`config.mk`:
```
export PLATFORM = sky130hd
export DESIGN_NAME = vdma_addr_gen
export DESIGN_NICKNAME = d
export VERILOG_FILES = /design/src/rtl/vdma_pkg.sv /design/src/rtl/vdma_prog_regs.sv /design/src/rtl/vdma_addr_track.sv /design/src/rtl/vdma_burst_fsm.sv /design/src/rtl/vdma_addr_gen.sv
export SDC_FILE = /design/constraint.sdc
export NUM_CORES = 1
export LEC_CHECK = 0
export ABC_AREA = 1
export BUFFER_PORTS_ARGS = -buffer_cell sky130_fd_sc_hd__buf_2
export CORE_MARGIN = 3
export CORE_UTILIZATION = 38
export CTS_BUF_LIST = sky130_fd_sc_hd__clkbuf_2
export DETAILED_ROUTE_END_ITERATION = 16
export HOLD_SLACK_MARGIN = 0.15
export PLACE_DENSITY_LB_ADDON = 0.15
export SLEW_MARGIN = 40
export SYNTH_ARGS = -nofsm -noshare
export SYNTH_HDL_FRONTEND = slang
export SYNTH_SLANG_ARGS = --single-unit
export TNS_END_PERCENT = 100
```
`constraint.sdc`:
```
create_clock -name clk -period 5.9 [get_ports clk]
set_input_delay 0.295 -clock clk [delete_from_list [all_inputs] [get_ports clk]]
set_output_delay 0.295 -clock clk [all_outputs]
set_load 0.01 [all_outputs]
```
`src/rtl/vdma_pkg.sv`:
```
package vdma_pkg;

    typedef enum logic [2:0] {
        ST_IDLE,
        ST_FILL,
        ST_ISSUE,
        ST_SETTLE,
        ST_DROP
    } vdma_state_e;

    localparam int unsigned REG_ODD_BASE  = 0;
    localparam int unsigned REG_EVEN_BASE = 1;
    localparam int unsigned REG_PITCH     = 2;
    localparam int unsigned REG_LIMIT     = 3;
    localparam int unsigned REG_BURST     = 4;
    localparam int unsigned REG_THRESH    = 5;
    localparam int unsigned NUM_ADDR_REGS = 4;

endpackage

```
`src/rtl/vdma_prog_regs.sv`:
```
module vdma_prog_regs #(
    parameter int unsigned AW        = 32,
    parameter int unsigned LENW      = 8,
    parameter int unsigned LVLW      = 8,
    parameter int unsigned BURST_RST = 16,
    parameter int unsigned THR_RST   = 16
) (
    input  logic            clk,
    input  logic            rst_n,
    input  logic            xfer_en,
    input  logic            field_start,
    input  logic            cfg_we,
    input  logic [2:0]      cfg_addr,
    input  logic [AW-1:0]   cfg_wdata,
    output logic [AW-1:0]   shd_odd_base,
    output logic [AW-1:0]   shd_even_base,
    output logic [AW-1:0]   act_pitch,
    output logic [AW-1:0]   act_limit,
    output logic [LENW-1:0] act_burst,
    output logic [LVLW-1:0] act_thresh,
    output logic            lim_wr
);
    import vdma_pkg::*;

    localparam int unsigned NA = NUM_ADDR_REGS;

    logic [AW-1:0]   shd_addr [NA];
    logic [AW-1:0]   act_addr [NA];
    logic [LENW-1:0] shd_burst;
    logic [LVLW-1:0] shd_thresh;
    logic            load_act;

    assign load_act = !xfer_en || field_start;

    genvar gi;
    generate
        for (gi = 0; gi < NA; gi++) begin : g_addr_reg
            always_ff @(posedge clk or negedge rst_n) begin
                if (!rst_n) begin
                    shd_addr[gi] <= '0;
                end else if (cfg_we && (cfg_addr == 3'(gi))) begin
                    shd_addr[gi] <= {cfg_wdata[AW-1:2], 2'b00};
                end
            end
            always_ff @(posedge clk or negedge rst_n) begin
                if (!rst_n) begin
                    act_addr[gi] <= '0;
                end else if (load_act) begin
                    act_addr[gi] <= shd_addr[gi];
                end
            end
        end
    endgenerate

    always_ff @(posedge clk or negedge rst_n) begin
        if (!rst_n) begin
            shd_burst  <= LENW'(BURST_RST);
            shd_thresh <= LVLW'(THR_RST);
            act_burst  <= LENW'(BURST_RST);
            act_thresh <= LVLW'(THR_RST);
        end else begin
            if (cfg_we && (cfg_addr == 3'(REG_BURST))) begin
                shd_burst <= cfg_wdata[LENW-1:0];
            end
            if (cfg_we && (cfg_addr == 3'(REG_THRESH))) begin
                shd_thresh <= cfg_wdata[LVLW-1:0];
            end
            if (load_act) begin
                act_burst  <= shd_burst;
                act_thresh <= shd_thresh;
            end
        end
    end

    assign shd_odd_base  = shd_addr[REG_ODD_BASE];
    assign shd_even_base = shd_addr[REG_EVEN_BASE];
    assign act_pitch     = act_addr[REG_PITCH];
    assign act_limit     = act_addr[REG_LIMIT];
    assign lim_wr        = cfg_we && (cfg_addr == 3'(REG_LIMIT));

    // working set frozen during an enabled field
    p_hold_shadow_r8: assert property (@(posedge clk) disable iff (!rst_n)
        (xfer_en && !field_start) |=> ($stable(act_limit) && $stable(act_pitch)
                                       && $stable(act_burst) && $stable(act_thresh)));

    // stored addresses never carry low bits
    p_low_bits_r9: assert property (@(posedge clk) disable iff (!rst_n)
        (act_pitch[1:0] == 2'b00) && (act_limit[1:0] == 2'b00));

endmodule

```
`src/rtl/vdma_addr_track.sv`:
```
module vdma_addr_track #(
    parameter int unsigned AW   = 32,
    parameter int unsigned LENW = 8
) (
    input  logic            clk,
    input  logic            rst_n,
    input  logic            field_go,
    input  logic [AW-1:0]   field_base,
    input  logic            line_go,
    input  logic [AW-1:0]   pitch,
    input  logic            adv,
    input  logic [LENW-1:0] adv_len,
    output logic [AW-1:0]   cur_addr
);
    logic [AW-1:0] line_base;
    logic [AW-1:0] next_line;
    logic [AW-1:0] adv_bytes;

    assign next_line = line_base + pitch;
    assign adv_bytes = AW'({adv_len, 2'b00});

    always_ff @(posedge clk or negedge rst_n) begin
        if (!rst_n) begin
            line_base <= '0;
            cur_addr  <= '0;
        end else if (field_go) begin
            line_base <= field_base;
            cur_addr  <= field_base;
        end else if (line_go) begin
            line_base <= next_line;
            cur_addr  <= next_line;
        end else if (adv) begin
            cur_addr  <= cur_addr + adv_bytes;
        end
    end

    // pointer never falls behind its line origin within a line
    p_line_origin_r4: assert property (@(posedge clk) disable iff (!rst_n)
        line_go |=> (cur_addr == line_base));

endmodule

```
`src/rtl/vdma_burst_fsm.sv`:
```
module vdma_burst_fsm #(
    parameter int unsigned AW   = 32,
    parameter int unsigned LENW = 8,
    parameter int unsigned LVLW = 8
) (
    input  logic            clk,
    input  logic            rst_n,
    input  logic            xfer_en,
    input  logic            field_start,
    input  logic            line_start,
    input  logic [LVLW-1:0] fifo_level,
    input  logic [AW-1:0]   cur_addr,
    input  logic [AW-1:0]   act_limit,
    input  logic [LENW-1:0] act_burst,
    input  logic [LVLW-1:0] act_thresh,
    input  logic            lim_wr,
    input  logic            req_ready,
    output logic            req_valid,
    output logic [AW-1:0]   req_addr,
    output logic [LENW-1:0] req_len,
    output logic            field_go,
    output logic            line_go,
    output logic            adv,
    output logic            vtd,
    output logic            prot_err,
    output logic            drop_pop
);
    import vdma_pkg::*;

    vdma_state_e   state, nxt;
    logic [AW-1:0] room_b;
    logic [AW-1:0] room_dw;
    logic          at_lim;
    logic [LENW-1:0] len_calc;

    assign at_lim  = (cur_addr >= act_limit);
    assign room_b  = act_limit - cur_addr;
    assign room_dw = room_b >> 2;

    always_comb begin
        if (room_dw < AW'(act_burst)) begin
            len_calc = room_dw[LENW-1:0];
        end else begin
            len_calc = act_burst;
        end
    end

    always_comb begin
        nxt = state;
        if (!xfer_en) begin
            nxt = ST_IDLE;
        end else if (field_start) begin
            nxt = ST_FILL;
        end else begin
            unique case (state)
                ST_IDLE:   nxt = ST_IDLE;
                ST_FILL: begin
                    if (at_lim) begin
                        nxt = ST_DROP;
                    end else if (fifo_level >= act_thresh) begin
                        nxt = ST_ISSUE;
                    end
                end
                ST_ISSUE:  if (req_ready) nxt = ST_SETTLE;
                ST_SETTLE: nxt = ST_FILL;
                ST_DROP:   nxt = ST_DROP;
                default:   nxt = ST_IDLE;
            endcase
        end
    end

    always_ff @(posedge clk or negedge rst_n) begin
        if (!rst_n) begin
            state <= ST_IDLE;
        end else begin
            state <= nxt;
        end
    end

    always_ff @(posedge clk or negedge rst_n) begin
        if (!rst_n) begin
            req_addr <= '0;
            req_len  <= '0;
            vtd      <= 1'b0;
            prot_err <= 1'b0;
        end else begin
            if ((nxt == ST_ISSUE) && (state != ST_ISSUE)) begin
                req_addr <= cur_addr;
                req_len  <= len_calc;
            end
            vtd <= xfer_en && field_start && (state != ST_IDLE);
            if ((state == ST_FILL) && (nxt == ST_DROP)) begin
                prot_err <= 1'b1;
            end else if (lim_wr) begin
                prot_err <= 1'b0;
            end
        end
    end

    always_comb begin
        req_valid = (state == ST_ISSUE);
        drop_pop  = (state == ST_DROP) && (fifo_level != '0);
        field_go  = xfer_en && field_start;
        line_go   = xfer_en && line_start && !field_start && (state != ST_IDLE);
        adv       = (state == ST_ISSUE) && req_ready && xfer_en && !field_start;
    end

    // disable silences the request side
    p_no_req_disabled_r2: assert property (@(posedge clk) disable iff (!rst_n)
        !xfer_en |=> !req_valid);

    // every burst ends at or below the limit
    p_below_limit_r6: assert property (@(posedge clk) disable iff (!rst_n)
        req_valid |-> ({1'b0, req_addr} + {1'b0, AW'({req_len, 2'b00})} <= {1'b0, act_limit}));

    // burst length within the programmed setting and never empty
    p_len_bound_r5: assert property (@(posedge clk) disable iff (!rst_n)
        req_valid |-> ((req_len <= act_burst) && (req_len != '0)));

    // request held until accepted
    p_stable_req_r10: assert property (@(posedge clk) disable iff (!rst_n)
        (req_valid && !req_ready && xfer_en && !field_start)
            |=> (req_valid && $stable(req_addr) && $stable(req_len)));

    // Dword alignment
    p_aligned_r10: assert property (@(posedge clk) disable iff (!rst_n)
        req_valid |-> (req_addr[1:0] == 2'b00));

    // sticky error until the limit is rewritten
    p_prot_sticky_r6: assert property (@(posedge clk) disable iff (!rst_n)
        (prot_err && !lim_wr) |=> prot_err);

    // dropping and requesting are exclusive
    p_drop_no_req_r6: assert property (@(posedge clk) disable iff (!rst_n)
        drop_pop |-> !req_valid);

    // done is a single-cycle pulse per field boundary
    p_vtd_src_r7: assert property (@(posedge clk) disable iff (!rst_n)
        vtd |-> $past(field_start));

endmodule

```
`src/rtl/vdma_addr_gen.sv`:
```
module vdma_addr_gen #(
    parameter int unsigned AW        = 32,
    parameter int unsigned FIFO_DW   = 128,
    parameter int unsigned BURST_RST = 16,
    parameter int unsigned THR_RST   = 16,
    parameter int unsigned LENW      = $clog2(FIFO_DW + 1),
    parameter int unsigned LVLW      = $clog2(FIFO_DW + 1)
) (
    input  logic            clk,
    input  logic            rst_n,
    input  logic            xfer_en,
    input  logic            cfg_we,
    input  logic [2:0]      cfg_addr,
    input  logic [AW-1:0]   cfg_wdata,
    input  logic            field_start,
    input  logic            field_odd,
    input  logic            line_start,
    input  logic [LVLW-1:0] fifo_level,
    output logic            req_valid,
    input  logic            req_ready,
    output logic [AW-1:0]   req_addr,
    output logic [LENW-1:0] req_len,
    output logic            vtd,
    output logic            prot_err,
    output logic            drop_pop
);
    logic [AW-1:0]   shd_odd_base;
    logic [AW-1:0]   shd_even_base;
    logic [AW-1:0]   act_pitch;
    logic [AW-1:0]   act_limit;
    logic [LENW-1:0] act_burst;
    logic [LVLW-1:0] act_thresh;
    logic            lim_wr;
    logic [AW-1:0]   field_base;
    logic [AW-1:0]   cur_addr;
    logic            field_go;
    logic            line_go;
    logic            adv;

    assign field_base = field_odd ? shd_odd_base : shd_even_base;

    vdma_prog_regs #(
        .AW(AW), .LENW(LENW), .LVLW(LVLW),
        .BURST_RST(BURST_RST), .THR_RST(THR_RST)
    ) u_regs (
        .clk(clk), .rst_n(rst_n), .xfer_en(xfer_en), .field_start(field_start),
        .cfg_we(cfg_we), .cfg_addr(cfg_addr), .cfg_wdata(cfg_wdata),
        .shd_odd_base(shd_odd_base), .shd_even_base(shd_even_base),
        .act_pitch(act_pitch), .act_limit(act_limit),
        .act_burst(act_burst), .act_thresh(act_thresh), .lim_wr(lim_wr)
    );

    vdma_addr_track #(.AW(AW), .LENW(LENW)) u_track (
        .clk(clk), .rst_n(rst_n),
        .field_go(field_go), .field_base(field_base),
        .line_go(line_go), .pitch(act_pitch),
        .adv(adv), .adv_len(req_len), .cur_addr(cur_addr)
    );

    vdma_burst_fsm #(.AW(AW), .LENW(LENW), .LVLW(LVLW)) u_fsm (
        .clk(clk), .rst_n(rst_n), .xfer_en(xfer_en),
        .field_start(field_start), .line_start(line_start),
        .fifo_level(fifo_level), .cur_addr(cur_addr),
        .act_limit(act_limit), .act_burst(act_burst), .act_thresh(act_thresh),
        .lim_wr(lim_wr), .req_ready(req_ready),
        .req_valid(req_valid), .req_addr(req_addr), .req_len(req_len),
        .field_go(field_go), .line_go(line_go), .adv(adv),
        .vtd(vtd), .prot_err(prot_err), .drop_pop(drop_pop)
    );

    // outputs quiet out of reset
    p_reset_quiet_r1: assert property (@(posedge clk) disable iff (!rst_n)
        $rose(rst_n) |-> (!req_valid && !vtd && !prot_err));

endmodule

```
==> impl_metrics.tcl <==
set metrics [dict create \
    synthFlopType "dfrtp_1" \
    synth_top_area_share_pct 42.4 \
    path_max_fanout 42 \
    vias 17100 \
    finClkSkew_ns 0.152 \
    status "finished, final reports clean" \
    grt_pass1_vias 16800 \
    r2r_setup_slack_ns 1.97 \
    fp-row-count 80 \
    power_density_nw_per_um2 392 \
    cpMaxStageDelayCell "a21oi_4" \
    timing.slew.headroom_pct 42.8 \
    r2r_end "u_track.cur_addr[20]" \
    synth_nets 2630 \
    root_buffer "clkbuf_2" \
    start_util_pct 38.6 \
    grt_max_degree 114 \
    drv_slew 0 \
    postRouteAntennaNets 0 \
    core-area_sq_um 47800 \
    ir_worst_vdd_v 0.000133 \
    cpPeakStageDelay_ns 0.57 \
    clock-sinks 317 \
    portBuffers 94 \
    grt_overflow 0 \
    period_share_pct 66.7 \
    crit_start "u_fsm.state[0]" \
    synth.area.top_cells "dfrtp_1 (42%), nand2_1 (16%), inv_1 (6.3%)" \
    ios 95 \
    grt_use_total_pct 23.6 \
    fin_util_pct 44.7 \
    cts_made_buffers 90 \
    antenna_found_initial 1 \
    hold_viol_final 0 \
    multiInputGateArea_sq_um 9030 \
    drive_gt1_share_pct 13.6 \
    clk_transition_reported_paths_ns 0.11 \
    area_growth_pct 15.7 \
    fin_nets 2845 \
    syn_avg_cell_area_sq_um 7.41 \
    clk_latency_ns 1.08 \
    yosys-top-cells-count "nand2_1 (805), dfrtp_1 (313), inv_1 (308)" \
    avgRoutedWirePerCell_um 17.5 \
    setup_viol 0 \
    drt_iter0_drc 1252 \
    ys_ff_latch 317 \
    critPathArrivalTime_ns 4.81 \
    worst_pin_slew_ns 0.858 \
    startpoint_type "flop" \
    crit_type "reg -> reg" \
    max_freq_ghz 0.254 \
    crit_top_cell "inv_2" \
    yosysWarnings 0 \
    die_h_um 227 \
    path_cells "nor2_1, inv_1, nor2_1, inv_1, nand3_2, inv_2, nor2_4, inv_2, a21oi_4, inv_2, nand3_1, o21ai_0" \
    cp_top_family "buffers and inverters" \
    synth_area_sq_um 18500 \
    crit_required_ns 6.77 \
    async_flop_share_pct 100 \
    firstDrtPassIters 5 \
    cp_num_buf_inv 5 \
    rsz0062_at_grt "no" \
    setup_slack_ns 1.97 \
    htree_num_levels 3 \
    min_from "cfg_addr[2]" \
    cts_tree "built" \
    clk_path_buf_depth 3 \
    cts-resized-gates 0 \
    fillCellCount 4994 \
    worstSetupEndpointType "flop" \
    synth_cell_type_count 52 \
    leakagePower_uw 0.0115 \
    max-cap-violations 0 \
    die-area_sq_um 51300 \
    avgViaCountPerCell 5.04 \
    min-delay-path-class "in -> reg" \
    seqCellArea_sq_um 7940 \
    r2r_cells 12 \
    hold_end "u_regs.shd_odd_base[23]" \
    die_w_um 227 \
    gp_congestion 0.906 \
    synth.most_common_cell "nand2_1" \
    netlist_instances 2493 \
    drt-total-wl_mm 59.4 \
    grt_pass1_wl_mm 94.1 \
    min_period_ns 3.93 \
    synth-edff-count 0 \
    timing.hold.ws_ns 0.394 \
    yosysSeqAreaShare_pct 42.9 \
    setup_tns_ns 0 \
    pre_cts_ws_ns 1.98 \
    r2r-start "u_fsm.state[0]" \
    hold_depth 5 \
    place_hpwl_mm 42.5 \
    yosys.area.top_type "dfrtp_1" \
    drc 0 \
]
[worst register-to-register path, stage by stage, from the launching register on]
cell,delay [ns]
dfrtp_1,0.41
nor2_1,0.11
inv_1,0.06
nor2_1,0.15
inv_1,0.07
nand3_2,0.31
inv_2,0.38
nor2_4,0.49
inv_2,0.42
a21oi_4,0.58
inv_2,0.43
nand3_1,0.22
o21ai_0,0.11
[layout make-up]
type	count	area share [%]
clock buffers	138	3.23
inverters	318	5.60
clock inverters	26	0.924
diodes	1	0.0117
flip-flops and latches	317	37.1
repair buffers	199	7.29
well taps	615	3.60
multi-input cells	1782	42.2
[cell usage in the layout (no fill, tap or decap), drive strengths merged, types with 83 or more instances in the layout]
cell	netlist	routed
nand2	849	849
inv	318	320
dfrtp	313	313
o21ai	253	253
nor2	186	186
clkbuf	57	138
a21oi	118	118
nand3	105	105
buf	19	105
dlygate4sd3	0	94
ha	83	83
[metal layers]
layer,global-route usage [%],up-vias,routed length [um]
li1,-,8474,-
met1,34.6,8139,28900
met2,36.7,423,26400
met3,3.46,67,3150
met4,6.38,0,934
met5,0,-,0
[state kept, by name, indices dropped and copies added (netlist names)]
| register | count |
|---|---|
| u_fsm.prot_err | 1 |
| u_fsm.req_addr | 31 |
| u_fsm.req_len | 8 |
| u_fsm.state | 3 |
| u_fsm.vtd | 1 |
| u_regs.act_burst | 8 |
| u_regs.act_limit | 30 |
| u_regs.act_pitch | 30 |
| u_regs.act_thresh | 8 |
| u_regs.shd_addr | 60 |
| u_regs.shd_burst | 8 |
| u_regs.shd_even_base | 30 |
| u_regs.shd_odd_base | 30 |
| u_regs.shd_thresh | 8 |
| u_track.cur_addr | 31 |
| u_track.line_base | 30 |
[cells by family after synthesis]
| group | after synthesis | synth area share (%) |
|---|---|---|
| compound gates | 422 | 12.8 |
| simple gates | 1243 | 28.5 |
| flops | 317 | 42.9 |
| xor+xnor | 31 | 1.47 |
| fa+ha+maj | 86 | 5.94 |
| buf+inv | 394 | 8.35 |
[where the power goes]
| part | total, uW | internal (uW) | switching (uW) | leakage [uW] |
|---|---|---|---|---|
| registers | 3040 | 2650 | 390 | 0.00398 |
| clock network | 1780 | 759 | 1020 | 0.000663 |
| logic | 3570 | 1270 | 2300 | 0.00682 |
| total | 8390 | 4680 | 3710 | 0.0115 |
[how the worst max path moves through the flow]
| stage | to | depth (start not counted) | slack, ns |
|---|---|---|---|
| finish | u_track.cur_addr[20] | 12 | 1.97 |
| global route | u_track.cur_addr[22] | 12 | 1.59 |
| CTS | u_track.cur_addr[20] | 12 | 1.87 |
| detailed placement | u_track.cur_addr[20] | 12 | 1.98 |
| global placement | u_track.cur_addr[21] | 14 | 2.10 |
| floorplan | u_fsm.req_len[0] | 18 | 3.32 |
[what timing repair did]
action                    4_1_cts  5_1_grt
hold endpoints to repair      579        0
hold buffers                   96        0
buffers inserted                0        0
[through the flow]
step	std cells	cell area (sq um)	power, uW
2_1_floorplan	2493	18500	5460
3_3_place_gp	3135	19500	6490
3_5_place_dp	3135	19500	6540
4_1_cts	3395	21400	8450
5_1_grt	3396	21400	9140
6_report	3396	21400	8390
Note: power is estimated with default switching activity, not from simulation.
